## config.mk

```make
export PLATFORM = sky130hd
export DESIGN_NAME = sap_regs
export DESIGN_NICKNAME = d
export VERILOG_FILES = /design/src/rtl/sap_pkg.sv /design/src/rtl/sap_addr_dec.sv /design/src/rtl/sap_ctrl_reg.sv /design/src/rtl/sap_stat_reg.sv /design/src/rtl/sap_port_fsm.sv /design/src/rtl/sap_regs.sv
export SDC_FILE = /design/constraint.sdc
export NUM_CORES = 1
export LEC_CHECK = 0
export ABC_AREA = 0
export BUFFER_PORTS_ARGS = -buffer_cell sky130_fd_sc_hd__buf_2
export CAP_MARGIN = 5
export CORE_MARGIN = 5
export CORE_UTILIZATION = 45
export DETAILED_ROUTE_END_ITERATION = 6
export PLACE_DENSITY = 0.95
export SLEW_MARGIN = 0
export SYNTH_ARGS = -nofsm -noshare
export SYNTH_HDL_FRONTEND = slang
export SYNTH_HIERARCHICAL = 1
export SYNTH_SLANG_ARGS = --single-unit
```

## constraint.sdc

```tcl
create_clock -name clk -period 3.9 [get_ports clk]
set_input_delay 0.195 -clock clk [delete_from_list [all_inputs] [get_ports clk]]
set_output_delay 0.195 -clock clk [all_outputs]
set_load 0.05 [all_outputs]
```

## src/rtl/sap_pkg.sv

```systemverilog
package sap_pkg;
    localparam int unsigned DW = 32;
    typedef logic [DW-1:0] word_t;

    // control bit positions decoded by neighbouring logic
    localparam int unsigned B_RUN     = 0;
    localparam int unsigned B_CAPTURE = 1;
    localparam int unsigned B_IEN     = 2;
    localparam int unsigned B_GATE    = 30;
    localparam int unsigned B_SRST    = 31;

    // status bit positions
    localparam int unsigned S_BUSY  = 0;
    localparam int unsigned S_FLAG0 = 1;

    localparam word_t KEEP_IN_SRST = (word_t'(1) << B_SRST) | (word_t'(1) << B_GATE);

    typedef enum logic [1:0] {OP_NONE, OP_BASE, OP_SET, OP_CLR} op_e;

    typedef enum logic [2:0] {ST_HELD, ST_GATED, ST_IDLE, ST_ACTIVE, ST_DRAIN} port_st_e;

    function automatic word_t apply_op(op_e op, word_t cur, word_t wd);
        word_t r;
        unique case (op)
            OP_BASE: r = wd;
            OP_SET:  r = cur | wd;
            OP_CLR:  r = cur & ~wd;
            default: r = cur;
        endcase
        return r;
    endfunction
endpackage

```

## src/rtl/sap_addr_dec.sv

```systemverilog
module sap_addr_dec
    import sap_pkg::*;
#(
    parameter int unsigned ADDR_W = 5
) (
    input  logic              sel,
    input  logic              wr,
    input  logic [ADDR_W-1:0] addr,
    output op_e               ctl_op,
    output op_e               stat_op,
    output logic              rd_ctl,
    output logic              rd_stat
);
    localparam int unsigned LO_W = 2;

    logic            hi_ok;
    logic            mapped;
    logic [1:0]      offs;
    logic [LO_W-1:0] unused_lo;
    op_e             op;

    generate
        if (ADDR_W > 5) begin : g_hi
            assign hi_ok = ~|addr[ADDR_W-1:5];
        end else begin : g_nohi
            assign hi_ok = 1'b1;
        end
    endgenerate

    assign unused_lo = addr[LO_W-1:0];
    assign offs      = addr[3:2];
    assign mapped    = hi_ok && (offs != 2'b11);

    always_comb begin
        unique case (offs)
            2'b00:   op = OP_BASE;
            2'b01:   op = OP_SET;
            2'b10:   op = OP_CLR;
            default: op = OP_NONE;
        endcase
    end

    assign ctl_op  = (sel && wr && mapped && !addr[4]) ? op : OP_NONE;
    assign stat_op = (sel && wr && mapped &&  addr[4]) ? op : OP_NONE;
    assign rd_ctl  = sel && !wr && mapped && !addr[4];
    assign rd_stat = sel && !wr && mapped &&  addr[4];
endmodule

```

## src/rtl/sap_ctrl_reg.sv

```systemverilog
module sap_ctrl_reg
    import sap_pkg::*;
#(
    parameter word_t MASK  = 32'hC000_FFFF,
    parameter word_t RSTVAL = 32'hC000_0000
) (
    input  logic  clk,
    input  logic  rst_n,
    input  op_e   op,
    input  word_t wdata,
    output word_t q
);
    localparam word_t RST_EFF = RSTVAL & MASK;

    word_t nxt;

    always_comb begin
        nxt = apply_op(op, q, wdata) & MASK;
        if (nxt[B_SRST]) begin
            nxt = nxt & KEEP_IN_SRST;
        end
    end

    always_ff @(posedge clk) begin
        if (!rst_n) begin
            q <= RST_EFF;
        end else begin
            q <= nxt;
        end
    end
endmodule

```

## src/rtl/sap_stat_reg.sv

```systemverilog
module sap_stat_reg
    import sap_pkg::*;
#(
    parameter int unsigned NFLAG = 2
) (
    input  logic             clk,
    input  logic             rst_n,
    input  op_e              op,
    input  logic [NFLAG-1:0] clr_bits,
    input  logic [NFLAG-1:0] evt,
    output logic [NFLAG-1:0] flags
);
    generate
        for (genvar i = 0; i < NFLAG; i++) begin : g_flag
            always_ff @(posedge clk) begin
                if (!rst_n) begin
                    flags[i] <= 1'b0;
                end else if (evt[i]) begin
                    flags[i] <= 1'b1;
                end else if (op == OP_CLR && clr_bits[i]) begin
                    flags[i] <= 1'b0;
                end
            end
        end
    endgenerate
endmodule

```

## src/rtl/sap_port_fsm.sv

```systemverilog
module sap_port_fsm
    import sap_pkg::*;
(
    input  logic     clk,
    input  logic     rst_n,
    input  logic     srst,
    input  logic     gate,
    input  logic     run,
    input  logic     busy,
    output port_st_e state_q,
    output logic     port_on
);
    port_st_e nxt;

    always_comb begin
        nxt = state_q;
        if (srst) begin
            nxt = ST_HELD;
        end else if (gate) begin
            nxt = ST_GATED;
        end else begin
            unique case (state_q)
                ST_HELD, ST_GATED: nxt = run ? ST_ACTIVE : ST_IDLE;
                ST_IDLE:           nxt = run ? ST_ACTIVE : ST_IDLE;
                ST_ACTIVE:         nxt = run ? ST_ACTIVE : (busy ? ST_DRAIN : ST_IDLE);
                ST_DRAIN:          nxt = run ? ST_ACTIVE : (busy ? ST_DRAIN : ST_IDLE);
                default:           nxt = ST_HELD;
            endcase
        end
    end

    always_ff @(posedge clk) begin
        if (!rst_n) begin
            state_q <= ST_HELD;
        end else begin
            state_q <= nxt;
        end
    end

    always_comb begin
        unique case (state_q)
            ST_ACTIVE, ST_DRAIN: port_on = 1'b1;
            default:             port_on = 1'b0;
        endcase
    end
endmodule

```

## src/rtl/sap_regs.sv

```systemverilog
module sap_regs
    import sap_pkg::*;
#(
    parameter int unsigned ADDR_W    = 5,
    parameter logic [31:0] CTRL_MASK = 32'hC000_FFFF,
    parameter logic [31:0] CTRL_RST  = 32'hC000_0000
) (
    input  logic              clk,
    input  logic              rst_n,
    input  logic              bus_sel,
    input  logic              bus_wr,
    input  logic [ADDR_W-1:0] bus_addr,
    input  logic [31:0]       bus_wdata,
    output logic [31:0]       bus_rdata,
    input  logic              busy_in,
    input  logic              underflow_evt,
    input  logic              overflow_evt,
    output logic [31:0]       ctrl_word,
    output logic              port_on,
    output logic              irq
);
    localparam int unsigned NFLAG = 2;

    op_e              ctl_op;
    op_e              stat_op;
    logic             rd_ctl;
    logic             rd_stat;
    word_t            ctrl_q;
    word_t            stat_word;
    logic [NFLAG-1:0] flags_q;
    port_st_e         port_state;

    sap_addr_dec #(.ADDR_W(ADDR_W)) u_dec (
        .sel     (bus_sel),
        .wr      (bus_wr),
        .addr    (bus_addr),
        .ctl_op  (ctl_op),
        .stat_op (stat_op),
        .rd_ctl  (rd_ctl),
        .rd_stat (rd_stat)
    );

    sap_ctrl_reg #(.MASK(CTRL_MASK), .RSTVAL(CTRL_RST)) u_ctrl (
        .clk   (clk),
        .rst_n (rst_n),
        .op    (ctl_op),
        .wdata (bus_wdata),
        .q     (ctrl_q)
    );

    sap_stat_reg #(.NFLAG(NFLAG)) u_stat (
        .clk      (clk),
        .rst_n    (rst_n),
        .op       (stat_op),
        .clr_bits (bus_wdata[S_FLAG0 +: NFLAG]),
        .evt      ({overflow_evt, underflow_evt}),
        .flags    (flags_q)
    );

    sap_port_fsm u_fsm (
        .clk     (clk),
        .rst_n   (rst_n),
        .srst    (ctrl_q[B_SRST]),
        .gate    (ctrl_q[B_GATE]),
        .run     (ctrl_q[B_RUN]),
        .busy    (busy_in),
        .state_q (port_state),
        .port_on (port_on)
    );

    always_comb begin
        stat_word                   = '0;
        stat_word[S_BUSY]           = busy_in;
        stat_word[S_FLAG0 +: NFLAG] = flags_q;
    end

    always_comb begin
        if (rd_ctl) begin
            bus_rdata = ctrl_q;
        end else if (rd_stat) begin
            bus_rdata = stat_word;
        end else begin
            bus_rdata = '0;
        end
    end

    assign ctrl_word = ctrl_q;
    assign irq       = ctrl_q[B_IEN] & (|flags_q);
endmodule

```

==> out/qor.yml, run 1 <==
crit_path_max_fanout: 21
fin_tns_setup_ns: 0
layout.nets: 300
chipWidth_um: 69.8
ys_seq_area_frac: 0.286
p_leak_nw: 0.864
finalHoldViolCount: 0
synth_top_cell_by_area: "dfxtp_1"
cap_violations: 0
via_per_inst: 4.98
power_density_mw_per_mm2: 242
p_int_w: 0.000304
cts_max_level: 1
hold_end: "u_ctrl/q[30]"
crit_required_ns: 4.13
p_comb_frac: 0.250
drtIter0Drc: 36
syn_area_mm2: 0.00161
clk_path_buf_depth: 2
n_antenna_cell: 0
fmax_mhz: 444
avgSynthCellArea_um2: 8.39
synth-main-ff-cell: "dfxtp_1"
rows: 21
die_y_um: 69.8
min_path_cells: 2
holdBufCountCts: 0
io_pins: 110
swShare: 0.347
dr.pass1.iters: 4
critical_path_class: "input port to flop"
drive_gt1_frac: 0.341
synthTopCellsByArea: "dfxtp_1, and2_1, a211oi_2"
min_from: "rst_n"
rsz0062_at_grt: "no"
initial_core_util: 0.475
finalMaxSlewViolations: 0
core_mm2: 0.00339
hpwl_mm: 3.15
grt-ovfl-total: 0
wl_per_cell_um: 13.6
ys_seq_elements: 23
min-delay-path-class: "input port to flop"
drtAntennaViolNets: 0
place_congestion: 0.698
r2r-end: "u_ctrl/q[1]"
tritoncts: "yes"
reg2regPathDepth: 3
vias: 1483
max_stage_delay_ns: 0.69
p_seq_frac: 0.517
worstPathArrival_ns: 2.48
layout-area-overhead-vs-synth_pct: 19.3
finalCriticalPeriod_ns: 2.25
grt_pass1_vias: 1473
peakVddDrop_mv: 0.137
endpoint_kind: "flop"
postCtsSetupRepairBufs: 0
root_buffer: "clkbuf_4"
portBuffers: 65
startpoint: "bus_addr[2]"
reg2reg_from: "u_ctrl/q[31]"
synth_cell_type_count: 37
routed_wl_mm: 4.05
grt_max_degree: 22
r2r_setup_slack_ns: 2.60
clock_latency_ns: 0.30
clkPwrFrac: 0.233
skew_ns: 0.00590
async_flop_share: 0
synth-edff-count: 0
clkTransAtPathRegs_ns: 0.13
cp_slowest_cell: "and4b_1"
antenna_found_initial: 0
total_power_w: 0.000465
setup_violations: 0
fin_crit_sh: 0.578
design.die.area_mm2: 0.00488
relSlewSlack: 0.446
status: "finished clean"
cts_buffers: 3
p_sw_w: 0.000161
gr-usage-all-layers: 0.163
grt_pass1_wl_mm: 6.78
critPathLaunchType: "input port"
post_cts_resized: 0
drc_errors: 0
worst_pin_slew_ns: 0.824
yosysWarnings: 6
worstPathCellList: "buf_2 -> inv_1 -> ha_1 -> nor2b_1 -> and4b_1 -> xor2_2 -> nand2_1 -> a211oi_2"
cts.sinks: 23
synth_top_area_frac: 0.286
syn_inst: 192
-- synth_stat cells (2+ instances only) --
cell type / instances
clkbuf_1: 2
o21a_1: 3
a211oi_2: 10
dfxtp_1: 23
buf_2: 2
a22o_1: 2
a41oi_1: 2
buf_4: 14
and2_1: 29
buf_6: 2
o21ai_1: 2
nand2b_1: 4
nor3_1: 2
inv_1: 7
a211oi_1: 6
nor2_1: 2
nor2b_1: 18
nand3b_1: 2
nand2_1: 20
clkbuf_2: 3
ha_1: 3
o21ai_0: 19
-- layout make-up --
type                       count  area, um2
clock buffer                   4       26.3
sequential                    23        460
tap                           46       57.6
inverter                       7       26.3
fill                         316       1470
timing repair buffer          66        333
multi-input combinational    152       1020
-- registers in the layout (all words and copies together) (netlist names) --
register,cells
u_fsm/state_q,3
u_stat/flags,2
u_ctrl/q,18
-- power by group through the flow --
| stage | registers [W] | clock network [W] | logic [W] |
|---|---|---|---|
| 2_1_floorplan | 0.000249 | 0 | 0.0000961 |
| 3_3_place_gp | 0.000246 | 0 | 0.000113 |
| 3_5_place_dp | 0.000246 | 0 | 0.000115 |
| 4_1_cts | 0.000240 | 0.000111 | 0.000115 |
| 5_1_grt | 0.000241 | 0.000119 | 0.000125 |
| 6_report | 0.000240 | 0.000109 | 0.000116 |
-- kinds of logic after synthesis --
kind of cell	count (synthesis)	share of synthesized area
other cells	1	0.00233
buf+inv	30	0.116
xor+xnor	2	0.0155
simple gates	83	0.307
mux	1	0.00931
fa+ha+maj	3	0.0233
flops	23	0.286
compound gates	49	0.241
-- layer usage --
layer	part of all wire	wire length, um	GRT usage
met2	0.53	2140	0.310
met1	0.41	1650	0.188
met4	0.0067	27	0.0426
met3	0.058	234	0.0217
met5	0	0	0
-- metrics by stage --
step	worst slack (ns)	std cells	util	hold WS, ns	instance area [um2]
global route	1.39	298	0.567	0.123	1920
detailed placement	1.36	294	0.559	0.443	1900
CTS	1.65	298	0.567	0.122	1920
global placement	1.40	294	0.559	0.439	1900
floorplan	1.89	205	-	0.257	1660
finish	1.65	298	0.567	0.131	1920
-- cell usage in the layout, fill, tap and decap left out, types with 2 or more instances in the layout --
master | synthesis | final
inv_1 | 7 | 7
ha_1 | 3 | 3
o21ai_0 | 19 | 19
conb_1 | 1 | 14
nor2b_1 | 18 | 18
a211oi_1 | 6 | 6
nand2b_1 | 4 | 4
clkbuf_4 | 0 | 3
nor2_1 | 2 | 2
buf_2 | 2 | 65
dfxtp_1 | 23 | 23
a41oi_1 | 2 | 2
a22o_1 | 2 | 2
and2_1 | 29 | 29
nand3b_1 | 2 | 2
o21ai_1 | 2 | 2
nand2_1 | 20 | 20
a211oi_2 | 10 | 10
o21a_1 | 3 | 3
-- worst max-delay path by stage --
| stage | to | slack, ns | cells after the start |
|---|---|---|---|
| floorplan | bus_rdata[2] | 1.89 | 5 |
| global placement | u_ctrl/q[10] | 1.40 | 8 |
| detailed placement | u_ctrl/q[1] | 1.36 | 8 |
| CTS | u_ctrl/q[7] | 1.65 | 8 |
| global route | u_ctrl/q[2] | 1.39 | 8 |
| finish | u_ctrl/q[8] | 1.65 | 8 |
-- worst max-delay path, delay by kind of cell --
| family | cells | cell delay [ns] |
|---|---|---|
| buf+inv | 2 | 0.14 |
| simple gates | 3 | 0.99 |
| compound gates | 1 | 0.24 |
| fa+ha+maj | 1 | 0.26 |
| xor+xnor | 1 | 0.65 |
Note: power is estimated with default switching activity, not from simulation.
==> inputs of run 2 (changes only) <==
CORE_UTILIZATION = 42   (was 45)
PLACE_DENSITY = 0.93   (was 0.95)
clock period = 2.1 ns   (was 3.9 ns; I/O delays follow)
==> run 2 against run 1 <==
Critical endpoint is now u_ctrl/q[10]. Wire length grew 2.8%. Final cell count grew 2.0%. Core utilization shrank 2.8 points. Cell area grew 3.4%. Sequential share of layout area shrank 0.78 points. Combinational power grew 93%. Die area grew 6.1%. Sequential cell count is the same. Via count grew 2.5%. Clock power grew to 2.5 times the previous value. Clock skew is essentially flat.
==> out/qor.yml, run 2 (same netlist as run 1, synthesis figures left out) <==
status: "finished clean"
initial_core_util: 0.437
postCtsSetupRepairBufs: 0
gr-usage-all-layers: 0.159
wl_per_cell_um: 13.7
cap_violations: 0
core_mm2: 0.00369
finalMaxSlewViolations: 0
routed-wl-met3_um: 296
clk_path_buf_depth: 2
dr.pass1.iters: 4
drive_gt1_frac: 0.355
finalCriticalPeriod_ns: 1.67
cts_buffers: 3
post_cts_resized: 0
grt_max_degree: 33
placed_cell_area_mm2: 0.00194
place_inst: 300
chipWidth_um: 71.9
cp_slowest_cell: "and4b_1"
vias: 1520
root_buffer: "clkbuf_8"
worst_pin_slew_ns: 0.678
highest_layer: "met4"
rsz0062_at_grt: "no"
place_congestion: 0.758
relSlewSlack: 0.548
final_cell_mix: "buf_2, and2_1, dfxtp_1"
design.die.area_mm2: 0.00518
regMostFlops: "u_ctrl/q"
n_antenna_cell: 0
cpLargestDelayFamily: "simple AND/OR/NAND/NOR gates"
met1_length_mm: 1.63
final_common_cell: "buf_2"
largestRegisters: "u_ctrl/q x18, u_fsm/state_q x3, u_stat/flags x2"
portBuffers: 65
max_stage_delay_ns: 0.46
cts.sinks: 23
final_cell_area_mm2: 0.00199
p_leak_nw: 0.899
routed-wl-met2_mm: 2.23
drtAntennaViolNets: 0
clock_latency_ns: 0.26
worstPathArrival_ns: 1.85
peakVddDrop_mv: 0.208
largest_register_ffs: 18
io_pins: 110
stdcell_count: 304
grt_pass1_vias: 1533
fin_crit_sh: 0.793
drc_errors: 0
endpoint_kind: "flop"
die_y_um: 71.9
fin_tns_setup_ns: 0
drtIter0Drc: 66
skew_ns: 0.00636
holdBufCountCts: 0
grt-ovfl-total: 0
finalHoldViolCount: 0
fmax_mhz: 600
power_density_mw_per_mm2: 474
layout.nets: 304
tritoncts: "yes"
crit_path_max_fanout: 13
worstPathCellList: "buf_2 -> inv_1 -> ha_1 -> nor2b_1 -> and4b_1 -> buf_4 -> nor2b_1 -> o21ai_0 -> a211oi_2"
hpwl_mm: 3.26
cts_max_level: 1
crit_buf_inv: 3
clkTransAtPathRegs_ns: 0.08
crit_required_ns: 2.29
layout-area-overhead-vs-synth_pct: 23.3
whs_ns: 0.0788
critical_path_class: "input port to flop"
cp_common_cell: "nor2b_1"
total_power_w: 0.000942
critPathLaunchType: "input port"
rows: 22
antenna_found_initial: 0
grt_pass1_wl_mm: 6.78
min-delay-path-class: "input port to flop"
routed_wl_mm: 4.17
via_per_inst: 5.00
setup_violations: 0
## run 2: area by class of cell
| class | count | area, um2 |
|---|---|---|
| Clock buffer | 3 | 41.3 |
| Clock inverter | 1 | 5.00 |
| Fill cell | 380 | 1700 |
| Inverter | 7 | 26.3 |
| Multi-Input combinational cell | 152 | 1020 |
| Sequential cell | 23 | 460 |
| Tap cell | 48 | 60.1 |
| Timing Repair Buffer | 70 | 375 |
## run 2: path summary, 6_finish.rpt
check / from / endpoint / slack [ns] / depth (start not counted)
worst max-delay path: bus_addr[2] / u_ctrl/q[10] / 0.43 / 9
worst min-delay path: rst_n / u_ctrl/q[30] / 0.08 / 2
worst max register to register: u_ctrl/q[31] / u_ctrl/q[0] / 0.78 / 3
worst min register to register: u_ctrl/q[14] / u_ctrl/q[14] / 0.50 / 2
## run 2: through the flow
| step | utilization | worst slack, ns |
|---|---|---|
| floorplan | - | 0.234 |
| global placement | 0.526 | 0.255 |
| detailed placement | 0.526 | 0.180 |
| CTS | 0.539 | 0.441 |
| global route | 0.539 | 0.303 |
| finish | 0.539 | 0.434 |
## run 2: per-layer routing
| metal | GRT usage | vias to the layer above |
|---|---|---|
| met5 | 0 | - |
| met4 | 0.0459 | 0 |
| met3 | 0.0374 | 2 |
| met2 | 0.297 | 42 |
| met1 | 0.178 | 722 |
| li1 | - | 754 |
## run 2: report_power, final
part | total, W | leakage, nW | switching [W] | internal, W
registers | 0.000446 | 0.186 | 0.00000489 | 0.000441
logic | 0.000224 | 0.687 | 0.000169 | 0.0000545
clock network | 0.000273 | 0.0255 | 0.000140 | 0.000132
==> inputs of run 3 (changes only) <==
clock period = 1.7 ns   (was 2.1 ns; I/O delays follow)
==> run 3 against run 2 <==
Wire length is 3.3% lower. Power grew 24%. Setup slack lost 0.30 ns. Sequential power up 24%. Final cell count up 1.3%. Worst hold slack lost 0.024 ns. Sequential share of layout area decreased by 0.32 points. Register-to-register slack lost 0.44 ns. Cell area up 1.4%. Core utilization up 0.75 points. First-iteration DRC count up 44%. Largest cell class unchanged. Highest routed layer unchanged.
==> out/qor.yml, run 3 (same netlist as run 1, synthesis figures left out) <==
p_int_w: 0.000778
layout.nets: 308
max_stage_delay_ns: 0.35
final-seq-area_um2: 460
vias: 1530
grt_pass1_vias: 1497
fin_crit_sh: 0.924
fillers: 359
io_pins: 110
multi_input_area_mm2: 0.00102
antenna_found_initial: 0
startpoint: "bus_addr[2]"
fin_tns_setup_ns: 0
grt-ovfl-total: 0
regMostFlops: "u_ctrl/q"
peakVddDrop_mv: 0.280
min_from: "busy_in"
finalHoldViolCount: 0
cap_violations: 0
finalCriticalPeriod_ns: 1.57
rows: 22
crit_path_max_fanout: 17
skew_ns: 0.00419
fin_ws_ns: 0.130
initial_core_util: 0.437
crit_buf_inv: 4
p_sw_w: 0.000388
portBuffers: 65
routed_wl_mm: 4.03
place_congestion: 0.796
final_cell_mix: "buf_2, and2_1, dfxtp_1"
clkPwrFrac: 0.289
cts.sinks: 23
drtIter0Drc: 95
p_comb_frac: 0.239
via_per_inst: 4.97
grt_pass1_wl_mm: 6.64
rsz0062_at_grt: "no"
core_mm2: 0.00369
cp_common_cell: "inv_1"
crit_cells: 9
cts_max_level: 1
drive_gt1_frac: 0.373
wl_per_cell_um: 13.1
p_leak_nw: 0.919
hpwl_mm: 3.25
reg2regPathDepth: 3
grt_max_degree: 26
root_buffer: "clkbuf_8"
worstPathArrival_ns: 1.73
largestRegisters: "u_ctrl/q x18, u_fsm/state_q x3, u_stat/flags x2"
swShare: 0.333
setup_violations: 0
cts_buffers: 3
p_seq_frac: 0.473
largest_register_ffs: 18
drtAntennaViolNets: 0
min_path_cells: 2
place_inst: 304
die_y_um: 71.9
final_util: 0.546
holdBufCountCts: 0
endpoint_kind: "flop"
design.die.area_mm2: 0.00518
n_antenna_cell: 0
status: "finished clean"
relSlewSlack: 0.543
clock_latency_ns: 0.26
cpLargestDelayFamily: "compound AO/OA/AOI/OAI gates"
clk_path_buf_depth: 2
min-delay-path-class: "input port to flop"
layout-area-overhead-vs-synth_pct: 25.0
dr.pass1.iters: 5
critical_path_class: "input port to flop"
gr-usage-all-layers: 0.153
final_common_cell: "buf_2"
reg2reg_from: "u_ctrl/q[31]"
crit_required_ns: 1.86
stdcell_count: 308
worstPathCellList: "buf_2 -> inv_1 -> ha_1 -> o211ai_1 -> nor3_2 -> buf_4 -> inv_1 -> o21ai_0 -> a211oi_1"
fmax_mhz: 637
finalMaxSlewViolations: 0
chipWidth_um: 71.9
cp_slowest_cell: "inv_1"
tritoncts: "yes"
clkTransAtPathRegs_ns: 0.08
drc_errors: 0
worst_pin_slew_ns: 0.684
critPathLaunchType: "input port"
dp_slack_ns: -0.178
power_density_mw_per_mm2: 579
## run 3: cell count changes in the layout (fill, tap and decap cells not counted), sizes merged
| cell | previous run | this run |
|---|---|---|
| buf | 70 | 74 |
## run 3: through the flow
step	total power [W]	hold slack (ns)	instance area [um2]
final	0.00117	0.0547	2010
after global routing	0.00122	0.0558	2010
after CTS	0.00117	0.0525	2010
after detailed placement	0.000839	0.329	1960
after global placement	0.000834	0.328	1960
after floorplan	0.000792	0.147	1670
## run 3: path summary, 6_finish.rpt
| kind | endpoint | slack [ns] |
|---|---|---|
| min | u_fsm/state_q[1] | 0.05 |
| max reg2reg | u_ctrl/q[1] | 0.34 |
| min reg2reg | u_ctrl/q[3] | 0.50 |
| max | u_ctrl/q[1] | 0.13 |
## run 3: layout make-up
cell class / instances / share of cell area
Multi-Input combinational cell: 152 / 0.509
Inverter: 7 / 0.0130
Clock buffer: 3 / 0.0205
Clock inverter: 1 / 0.00248
Sequential cell: 23 / 0.229
Timing Repair Buffer: 74 / 0.197
Tap cell: 48 / 0.0298
## run 3: routing by layer
metal / share of wire / vias up / GRT usage
met5: 0 / - / 0
met4: 0.0084 / 0 / 0.0438
met3: 0.060 / 2 / 0.0180
met2: 0.53 / 50 / 0.289
met1: 0.40 / 715 / 0.180
li1: - / 763 / -
## run 3: repair_timing
| action | in CTS | in global routing |
|---|---|---|
| setup buffers | 0 | 0 |
| gates resized for setup | 0 | 2 |
| endpoints found under the setup margin | 0 | 20 |
## run 3: worst reg2reg max path, stage by stage (launching register included)
cell and delay [ns]:
dfxtp_1 0.38, mux2_4 0.30, o221a_4 0.35, a211oi_1 0.24
## run 3: power by group through the flow
stage          Clock, W  Combinational, W  Sequential, W
2_1_floorplan         0          0.000221       0.000571
3_3_place_gp          0          0.000271       0.000563
3_5_place_dp          0          0.000275       0.000564
4_1_cts        0.000345          0.000276       0.000551
5_1_grt        0.000368          0.000298       0.000552
6_report       0.000337          0.000278       0.000551
